`src/rtl/gcr_dec_pkg.sv`:
```
package gcr_dec_pkg;

   typedef enum logic [2:0] {
      ST_OK         = 3'd0,
      ST_NO_MARK    = 3'd1,
      ST_BAD_NIBBLE = 3'd2,
      ST_BAD_SUM    = 3'd3,
      ST_BAD_TAIL   = 3'd4
   } gcr_status_e;

   // Position inside a four-byte six-and-two group.
   typedef enum logic [1:0] {
      LANE_FRAG = 2'd0,
      LANE_A    = 2'd1,
      LANE_B    = 2'd2,
      LANE_C    = 2'd3
   } gcr_lane_e;

   typedef struct packed {
      logic [7:0] s1;
      logic [7:0] s2;
      logic [7:0] s3;
      logic       k;
   } gcr_sums_t;

   localparam logic [7:0] MARK_B0 = 8'hD5;
   localparam logic [7:0] MARK_B1 = 8'hAA;
   localparam logic [7:0] MARK_B2 = 8'hAD;
   localparam logic [7:0] TAIL_B0 = 8'hDE;
   localparam logic [7:0] TAIL_B1 = 8'hAA;

   // Legal disk code: top bit set, some adjacent ones below it,
   // no more than one adjacent zero pair.
   function automatic logic is_disk_code(input logic [7:0] b);
      logic ones_pair;
      int   zero_pairs;
      ones_pair  = 1'b0;
      zero_pairs = 0;
      for (int i = 0; i < 6; i++)
         if (b[i] && b[i+1]) ones_pair = 1'b1;
      for (int i = 0; i < 7; i++)
         if (!b[i] && !b[i+1]) zero_pairs++;
      return b[7] && ones_pair && (zero_pairs <= 1);
   endfunction

   // {legal, rank} for every byte value.
   function automatic logic [255:0][6:0] build_code_map();
      logic [255:0][6:0] m;
      int r;
      r = 0;
      for (int v = 0; v < 256; v++) begin
         if (is_disk_code(8'(v))) begin
            m[v] = {1'b1, 6'(r)};
            r++;
         end else begin
            m[v] = '0;
         end
      end
      return m;
   endfunction

endpackage

```
`src/rtl/gcr_nibble_map.sv`:
```
module gcr_nibble_map
   import gcr_dec_pkg::*;
#(
   parameter bit USE_ROM = 1'b1
) (
   input  logic [7:0] code_i,
   output logic       ok_o,
   output logic [5:0] val_o
);

   generate
      if (USE_ROM) begin : g_rom
         localparam logic [255:0][6:0] CODE_MAP = build_code_map();
         assign {ok_o, val_o} = CODE_MAP[code_i];
      end else begin : g_rank
         logic [5:0] below;
         always_comb begin
            below = '0;
            for (int v = 0; v < 256; v++)
               if ((8'(v) < code_i) && is_disk_code(8'(v)))
                  below = below + 6'd1;
         end
         assign ok_o  = is_disk_code(code_i);
         assign val_o = below;
      end
   endgenerate

endmodule

```
`src/rtl/gcr_mark_finder.sv`:
```
module gcr_mark_finder
   import gcr_dec_pkg::*;
#(
   parameter int SEARCH_LIMIT = 50
) (
   input  logic       clk,
   input  logic       rst_n,
   input  logic       arm_i,
   input  logic       en_i,
   input  logic [7:0] byte_i,
   output logic       found_o,
   output logic       expired_o
);

   localparam int CW = $clog2(SEARCH_LIMIT + 1);

   initial assert (SEARCH_LIMIT >= 3)
      else $error("search window shorter than the mark");

   logic [1:0]    stage;
   logic [CW-1:0] seen;

   assign found_o   = en_i && (stage == 2'd2) && (byte_i == MARK_B2);
   assign expired_o = en_i && !found_o && (seen == CW'(SEARCH_LIMIT - 1));

   always_ff @(posedge clk or negedge rst_n) begin
      if (!rst_n) begin
         stage <= '0;
         seen  <= '0;
      end else if (arm_i) begin
         stage <= '0;
         seen  <= '0;
      end else if (en_i) begin
         seen <= seen + CW'(1);
         if (found_o)
            stage <= '0;
         else if (byte_i == MARK_B0)
            stage <= 2'd1;
         else if ((stage == 2'd1) && (byte_i == MARK_B1))
            stage <= 2'd2;
         else
            stage <= '0;
      end
   end

   AST_HUNT_WINDOW: assert property (@(posedge clk) disable iff (!rst_n)
      en_i |-> (seen < CW'(SEARCH_LIMIT)));

endmodule

```
`src/rtl/gcr_sum_chain.sv`:
```
module gcr_sum_chain
   import gcr_dec_pkg::*;
(
   input  gcr_lane_e  lane_i,
   input  logic [7:0] raw_i,
   input  gcr_sums_t  sums_i,
   output logic [7:0] plain_o,
   output gcr_sums_t  sums_o
);

   logic [8:0] acc;
   logic [7:0] rot;

   always_comb begin
      sums_o  = sums_i;
      plain_o = raw_i;
      acc     = '0;
      rot     = {sums_i.s3[6:0], sums_i.s3[7]};
      case (lane_i)
         LANE_A: begin
            plain_o   = raw_i ^ rot;
            acc       = {1'b0, sums_i.s1} + {1'b0, plain_o} + 9'(sums_i.s3[7]);
            sums_o.s3 = rot;
            sums_o.s1 = acc[7:0];
            sums_o.k  = acc[8];
         end
         LANE_B: begin
            plain_o   = raw_i ^ sums_i.s1;
            acc       = {1'b0, sums_i.s2} + {1'b0, plain_o} + 9'(sums_i.k);
            sums_o.s2 = acc[7:0];
            sums_o.k  = acc[8];
         end
         LANE_C: begin
            plain_o   = raw_i ^ sums_i.s2;
            acc       = {1'b0, sums_i.s3} + {1'b0, plain_o} + 9'(sums_i.k);
            sums_o.s3 = acc[7:0];
            sums_o.k  = acc[8];
         end
         default: ;
      endcase
   end

endmodule

```
`src/rtl/gcr_sector_decoder.sv`:
```
module gcr_sector_decoder
   import gcr_dec_pkg::*;
#(
   parameter int TAG_BYTES    = 12,
   parameter int DATA_BYTES   = 512,
   parameter int SEARCH_LIMIT = 50,
   parameter bit ROM_MAP      = 1'b1
) (
   input  logic       clk,
   input  logic       rst_n,
   input  logic       start,
   input  logic       disk_valid,
   input  logic [7:0] disk_byte,
   output logic       busy,
   output logic       sect_valid,
   output logic [5:0] sect_num,
   output logic       out_valid,
   output logic [7:0] out_byte,
   output logic       out_last,
   output logic       done,
   output logic [2:0] status
);

   localparam int PAYLOAD = TAG_BYTES + DATA_BYTES;
   localparam int CNT_W   = $clog2(PAYLOAD);

   initial assert (PAYLOAD % 3 == 2 && PAYLOAD >= 2)
      else $error("payload must end in a two-byte group");

   typedef enum logic [2:0] {
      S_IDLE, S_HUNT, S_SECT, S_BODY, S_SUM, S_TAIL
   } dec_state_e;

   dec_state_e       state;
   gcr_lane_e        phase;
   logic [5:0]       frag;
   gcr_sums_t        sums, sums_nx;
   logic [CNT_W-1:0] pay_cnt;
   logic             tail_second;

   logic       nib_ok;
   logic [5:0] nib;
   logic       mark_found, mark_expired;
   logic [1:0] top_pair;
   logic [7:0] raw;
   logic [7:0] plain;
   logic [7:0] sum_expect;
   gcr_lane_e  chain_lane;
   logic       is_last;

   gcr_nibble_map #(.USE_ROM(ROM_MAP)) i_map (
      .code_i (disk_byte),
      .ok_o   (nib_ok),
      .val_o  (nib)
   );

   gcr_mark_finder #(.SEARCH_LIMIT(SEARCH_LIMIT)) i_finder (
      .clk       (clk),
      .rst_n     (rst_n),
      .arm_i     (start),
      .en_i      (disk_valid && !start && (state == S_HUNT)),
      .byte_i    (disk_byte),
      .found_o   (mark_found),
      .expired_o (mark_expired)
   );

   always_comb begin
      case (phase)
         LANE_A:  begin top_pair = frag[5:4]; sum_expect = sums.s1; end
         LANE_B:  begin top_pair = frag[3:2]; sum_expect = sums.s2; end
         LANE_C:  begin top_pair = frag[1:0]; sum_expect = sums.s3; end
         default: begin top_pair = 2'b00;     sum_expect = 8'h00;   end
      endcase
   end

   assign raw        = {top_pair, nib};
   assign chain_lane = (state == S_BODY) ? phase : LANE_FRAG;
   assign is_last    = (pay_cnt == CNT_W'(PAYLOAD - 1));

   gcr_sum_chain i_chain (
      .lane_i  (chain_lane),
      .raw_i   (raw),
      .sums_i  (sums),
      .plain_o (plain),
      .sums_o  (sums_nx)
   );

   assign busy = (state != S_IDLE);

   always_ff @(posedge clk or negedge rst_n) begin
      if (!rst_n) begin
         state       <= S_IDLE;
         phase       <= LANE_FRAG;
         frag        <= '0;
         sums        <= '0;
         pay_cnt     <= '0;
         tail_second <= 1'b0;
         sect_valid  <= 1'b0;
         sect_num    <= '0;
         out_valid   <= 1'b0;
         out_byte    <= '0;
         out_last    <= 1'b0;
         done        <= 1'b0;
         status      <= ST_OK;
      end else begin
         sect_valid <= 1'b0;
         out_valid  <= 1'b0;
         out_last   <= 1'b0;
         done       <= 1'b0;
         if (start) begin
            state <= S_HUNT;
         end else if (disk_valid) begin
            case (state)
               S_HUNT: begin
                  if (mark_found) begin
                     state <= S_SECT;
                  end else if (mark_expired) begin
                     done   <= 1'b1;
                     status <= ST_NO_MARK;
                     state  <= S_IDLE;
                  end
               end
               S_SECT: begin
                  if (!nib_ok) begin
                     done   <= 1'b1;
                     status <= ST_BAD_NIBBLE;
                     state  <= S_IDLE;
                  end else begin
                     sect_valid <= 1'b1;
                     sect_num   <= nib;
                     sums       <= '0;
                     phase      <= LANE_FRAG;
                     pay_cnt    <= '0;
                     state      <= S_BODY;
                  end
               end
               S_BODY: begin
                  if (!nib_ok) begin
                     done   <= 1'b1;
                     status <= ST_BAD_NIBBLE;
                     state  <= S_IDLE;
                  end else if (phase == LANE_FRAG) begin
                     frag  <= nib;
                     phase <= LANE_A;
                  end else begin
                     out_valid <= 1'b1;
                     out_byte  <= plain;
                     out_last  <= is_last;
                     sums      <= sums_nx;
                     pay_cnt   <= pay_cnt + CNT_W'(1);
                     if (is_last) begin
                        phase <= LANE_FRAG;
                        state <= S_SUM;
                     end else if (phase == LANE_C) begin
                        phase <= LANE_FRAG;
                     end else begin
                        phase <= gcr_lane_e'(phase + 2'd1);
                     end
                  end
               end
               S_SUM: begin
                  if (!nib_ok) begin
                     done   <= 1'b1;
                     status <= ST_BAD_NIBBLE;
                     state  <= S_IDLE;
                  end else if (phase == LANE_FRAG) begin
                     frag  <= nib;
                     phase <= LANE_A;
                  end else if (raw != sum_expect) begin
                     done   <= 1'b1;
                     status <= ST_BAD_SUM;
                     state  <= S_IDLE;
                  end else if (phase == LANE_C) begin
                     tail_second <= 1'b0;
                     state       <= S_TAIL;
                  end else begin
                     phase <= gcr_lane_e'(phase + 2'd1);
                  end
               end
               S_TAIL: begin
                  if (!tail_second && disk_byte == TAIL_B0) begin
                     tail_second <= 1'b1;
                  end else begin
                     done   <= 1'b1;
                     status <= (tail_second && disk_byte == TAIL_B1) ? ST_OK : ST_BAD_TAIL;
                     state  <= S_IDLE;
                  end
               end
               default: ;
            endcase
         end
      end
   end

   // Checker-side count of emitted payload bytes per attempt.
   logic [CNT_W:0] emitted;
   always_ff @(posedge clk or negedge rst_n) begin
      if (!rst_n)         emitted <= '0;
      else if (start)     emitted <= '0;
      else if (out_valid) emitted <= emitted + (CNT_W+1)'(1);
   end

   AST_LAST_WITH_VALID: assert property (@(posedge clk) disable iff (!rst_n)
      out_last |-> out_valid);
   AST_OK_COUNT: assert property (@(posedge clk) disable iff (!rst_n)
      (done && status == ST_OK) |-> (emitted == (CNT_W+1)'(PAYLOAD)));
   AST_OUT_NEEDS_INPUT: assert property (@(posedge clk) disable iff (!rst_n)
      out_valid |-> $past(disk_valid));
   AST_DONE_SINGLE: assert property (@(posedge clk) disable iff (!rst_n)
      done |=> !done);
   AST_QUIET_WHEN_IDLE: assert property (@(posedge clk) disable iff (!rst_n)
      (out_valid || done) |-> $past(busy));
   AST_STATUS_LEGAL: assert property (@(posedge clk) disable iff (!rst_n)
      done |-> (status <= 3'd4));

endmodule

```
`config.mk`:
```
export PLATFORM = sky130hd
export DESIGN_NAME = gcr_sector_decoder
export DESIGN_NICKNAME = d
export VERILOG_FILES = /design/src/rtl/gcr_dec_pkg.sv /design/src/rtl/gcr_nibble_map.sv /design/src/rtl/gcr_mark_finder.sv /design/src/rtl/gcr_sum_chain.sv /design/src/rtl/gcr_sector_decoder.sv
export SDC_FILE = /design/constraint.sdc
export NUM_CORES = 1
export LEC_CHECK = 0
export BUFFER_PORTS_ARGS = -buffer_cell sky130_fd_sc_hd__buf_2
export CELL_PAD_IN_SITES_DETAIL_PLACEMENT = 1
export CELL_PAD_IN_SITES_GLOBAL_PLACEMENT = 2
export CORE_MARGIN = 2
export CORE_UTILIZATION = 30
export DETAILED_ROUTE_END_ITERATION = 7
export MAX_ROUTING_LAYER = met4
export PLACE_DENSITY = 0.64
export SLEW_MARGIN = 20
export SYNTH_ARGS = -nofsm -noshare
export SYNTH_HDL_FRONTEND = slang
export SYNTH_SLANG_ARGS = --single-unit
```
`constraint.sdc`:
```
create_clock -name clk -period 6 [get_ports clk]
set_input_delay 1.8 -clock clk [delete_from_list [all_inputs] [get_ports clk]]
set_output_delay 1.8 -clock clk [all_outputs]
set_load 0.1 [all_outputs]
```
==> flow_metrics.py <==
metrics = {
    "outcome": {
        "status": "finished, final reports clean",
    },
    "final_layout": {
        "diodes": 0,
        "area_growth_pct": 12.07,
        "stdcell_area_mm2": 0.007066,
        "drive_gt1_share_pct": 12.60,
        "fin_nets": 809,
    },
    "worst_setup_path": {
        "crit_arrival_ns": 5.76,
        "crit_path_cell_trace": "buf_2, inv_1, ha_2, nand2b_1, a21oi_1, nor3_1, o41ai_2, buf_4, xnor2_1, fa_1, inv_1, fa_1, a21oi_1, nor2_1, nor2_1, o21ai_0, a21oi_1, nor2b_1, o21a_1, o311ai_0, mux2i_1",
        "cp_max_fo": 12,
        "crit_top_cell": "a21oi_1",
        "max_stage_delay_ns": 0.44,
        "cp_top_family": "compound AO/OA/AOI/OAI gates",
        "critPathKind": "input pin to flip-flop",
        "path_buf_inv": 4,
        "crit_required_ns": 6.23,
        "cp_slowest_cell": "fa_1",
        "crit_path_start_kind": "input pin",
        "end_kind": "flip-flop",
    },
    "logic_synthesis": {
        "ys_ff_latch": 76,
        "synth_warnings": 0,
        "synth_fp_nets": 786,
        "syn-instance-count": 734,
        "netlist_area_mm2": 0.006305,
        "yosysTopAreaCellShare_pct": 30.16,
        "synth.avg_cell_area_um2": 8.590,
        "yosysSeqAreaShare_pct": 30.16,
        "synth-async-reset-ratio_pct": 100.0,
        "yosys.area_share.simple_pct": 20.36,
        "synthTopCellsByArea": "dfrtp_1, ha_1, nor2_1",
        "synth.area.mux_share_pct": 4.346,
        "ys.flop_type": "dfrtp_1",
        "synth-adder-area-share_pct": 8.712,
        "synth.most_common_cell": "dfrtp_1",
        "synth_edf_count": 0,
        "synth_common_cells": "dfrtp_1, nor2_1, nand2_1",
        "netlist-cell-type-count": 77,
        "synth_area_leader_cell": "dfrtp_1",
        "synth-xor-area-share_pct": 7.501,
        "synth_top_family_by_area": "compound AO/OA/AOI/OAI gates",
        "synth_compound_area_share_pct": 23.50,
    },
    "global_route": {
        "antenna_found_initial": 0,
        "overflow": 0,
        "grt_pass1_wl_mm": 34.12,
        "first_global_vias": 5943,
        "grt_max_degree": 77,
        "grt.total_usage_pct": 20.37,
    },
    "placement": {
        "place_area_mm2": 0.006756,
        "dpl.hpwl_mm": 15.61,
        "place_congestion": 0.8464,
        "dp_slack_ns": 0.01716,
        "io_buffers": 33,
    },
    "sta": {
        "slew_headroom_pct": 48.63,
        "drv_slew": 0,
        "setup_viol": 0,
        "max_freq_mhz": 180.6,
        "fin_crit_ns": 5.536,
        "fin_ws_ns": 0.4641,
        "hold_viol": 0,
        "setup_tns_ns": 0,
        "timing.final.crit_share_pct": 92.26,
        "worst_hold_slack_ns": 0.4800,
        "rsz0062_at_grt": "false",
        "skew_ns": 0.01172,
        "worst_slew_pin_slew_ns": 0.7705,
    },
    "clock_network": {
        "insertion_delay_ns": 0.36,
        "clk_pin_slew_ns": 0.06,
        "cts_tree": "built",
        "clock_path_buffers": 2,
        "cts.sinks": 76,
        "cts.htree.levels": 3,
        "cts_root_buf": "clkbuf_16",
        "post_cts_buffers": 0,
        "cts-buffers-inserted": 9,
    },
    "die": {
        "dieWidth_um": 149.0,
        "die_y_um": 149.0,
        "core_mm2": 0.02082,
        "start_util_pct": 30.28,
        "rows": 53,
        "io_pins": 34,
        "die-area_mm2": 0.02219,
    },
    "route": {
        "vias_per_cell": 5.581,
        "firstDrtPassIters": 6,
        "wl_mm": 21.40,
        "drc_errors": 0,
        "ant_nets": 0,
        "vias": 5787,
        "drt_iter0_drc": 359,
        "wl_per_cell_um": 20.63,
    },
    "flow_run": {
        "drv_cap": 0,
    },
    "power_and_ir_drop": {
        "ir_drop_v": 0.0001334,
        "p_leak_uw": 0.003154,
        "powerDensity_mw_per_mm2": 186.6,
    },
    "hold_path": {
        "hold_path_class": "flip-flop to flip-flop",
    },
}
==> per-stage QoR <==
step	util, %	instances	total power, µW
finish	33.93	1037	1319
global route	33.93	1037	1370
CTS	33.90	1037	1331
detailed placement	32.45	1021	748.5
global placement	32.45	1021	744.6
floorplan	-	734	684.2
==> routing by layer <==
metal,GRT usage [%],part of all wire (%),wire [µm]
met2,32.76,48,10200
met1,26.65,47,10070
met5,-,0,0
met3,3.150,3.3,708
met4,5.905,1.9,416
==> power by group <==
part	internal [µW]	switching, µW	leakage (µW)
clock	327	252	0.000147
sequential	519	4.56	0.00102
combinational	68.4	147	0.00198
total	914	404	0.00315
==> flip-flops by register name, summed over array words and instances (netlist names) <==
| name | flops |
|---|---|
| out_last | 1 |
| frag | 6 |
| tail_second | 1 |
| sect_num | 6 |
| done | 1 |
| i_finder.seen | 6 |
| out_valid | 1 |
| state | 3 |
| out_byte | 8 |
| i_finder.stage | 2 |
| pay_cnt | 10 |
| sect_valid | 1 |
| sums | 25 |
| phase | 2 |
| status | 3 |
==> path summary, 6_finish.rpt <==
path / depth (start not counted) / startpoint / endpoint / slack [ns]
worst max-delay path: 21 / disk_byte[0] / sums[0] / 0.46
worst min-delay path: 2 / out_byte[3] / out_byte[3] / 0.48
worst max register to register: 11 / phase[0] / phase[0] / 1.77
worst min register to register: 2 / out_byte[3] / out_byte[3] / 0.48
max in group asynchronous: 1 / rst_n / sums[8] / 3.98
min in group asynchronous: 1 / rst_n / i_finder.stage[1] / 1.46
==> cell families (layout without fill, tap and decap cells) <==
family	Yosys count	count (layout)
fa+ha+maj	41	41
compound gates	209	209
buf+inv	73	101
flops	76	76
mux	26	26
simple gates	255	255
xor+xnor	54	54
==> layout by cell type, fill, tap and decap left out, types with 14 or more instances in the layout <==
cell type  Yosys  routed
dfrtp_1       76      76
nor2_1        70      70
nand2_1       60      60
a21oi_1       47      47
o21ai_0       43      43
ha_1          35      34
buf_2          3      32
xnor2_1       30      30
inv_1         27      27
xor2_1        24      24
buf_4          2      23
nand2b_1      20      20
nor2b_1       18      18
nor3_1        17      17
mux2i_1       15      15
a31oi_1       14      14
==> final cells by class <==
type                       instances  area (µm²)
multi-input combinational        585        4064
clock buffer                      10       229.0
fill                            2490       13760
sequential                        76        1902
tap                              275       344.1
clock inverter                     6       73.82
inverter                          29       108.9
timing repair buffer              56       344.1
==> worst reg2reg max path: cells and delay by family, from the launching register on <==
kind	cells	cell delay [ns]
muxes	2	0.80
DFF	1	0.33
xor gates and xnor gates	1	0.15
AOI/OAI and AO/OA	4	1.46
and+or+nand+nor	1	0.19
buffers and inverters	2	0.67
adders and majority gates	1	0.51
==> timing repair <==
item / CTS / global route
gates resized for setup: 0 / 1
hold buffers: 0 / 0
endpoints found under the setup margin: 0 / 1
(Power assumes the default switching activity.)
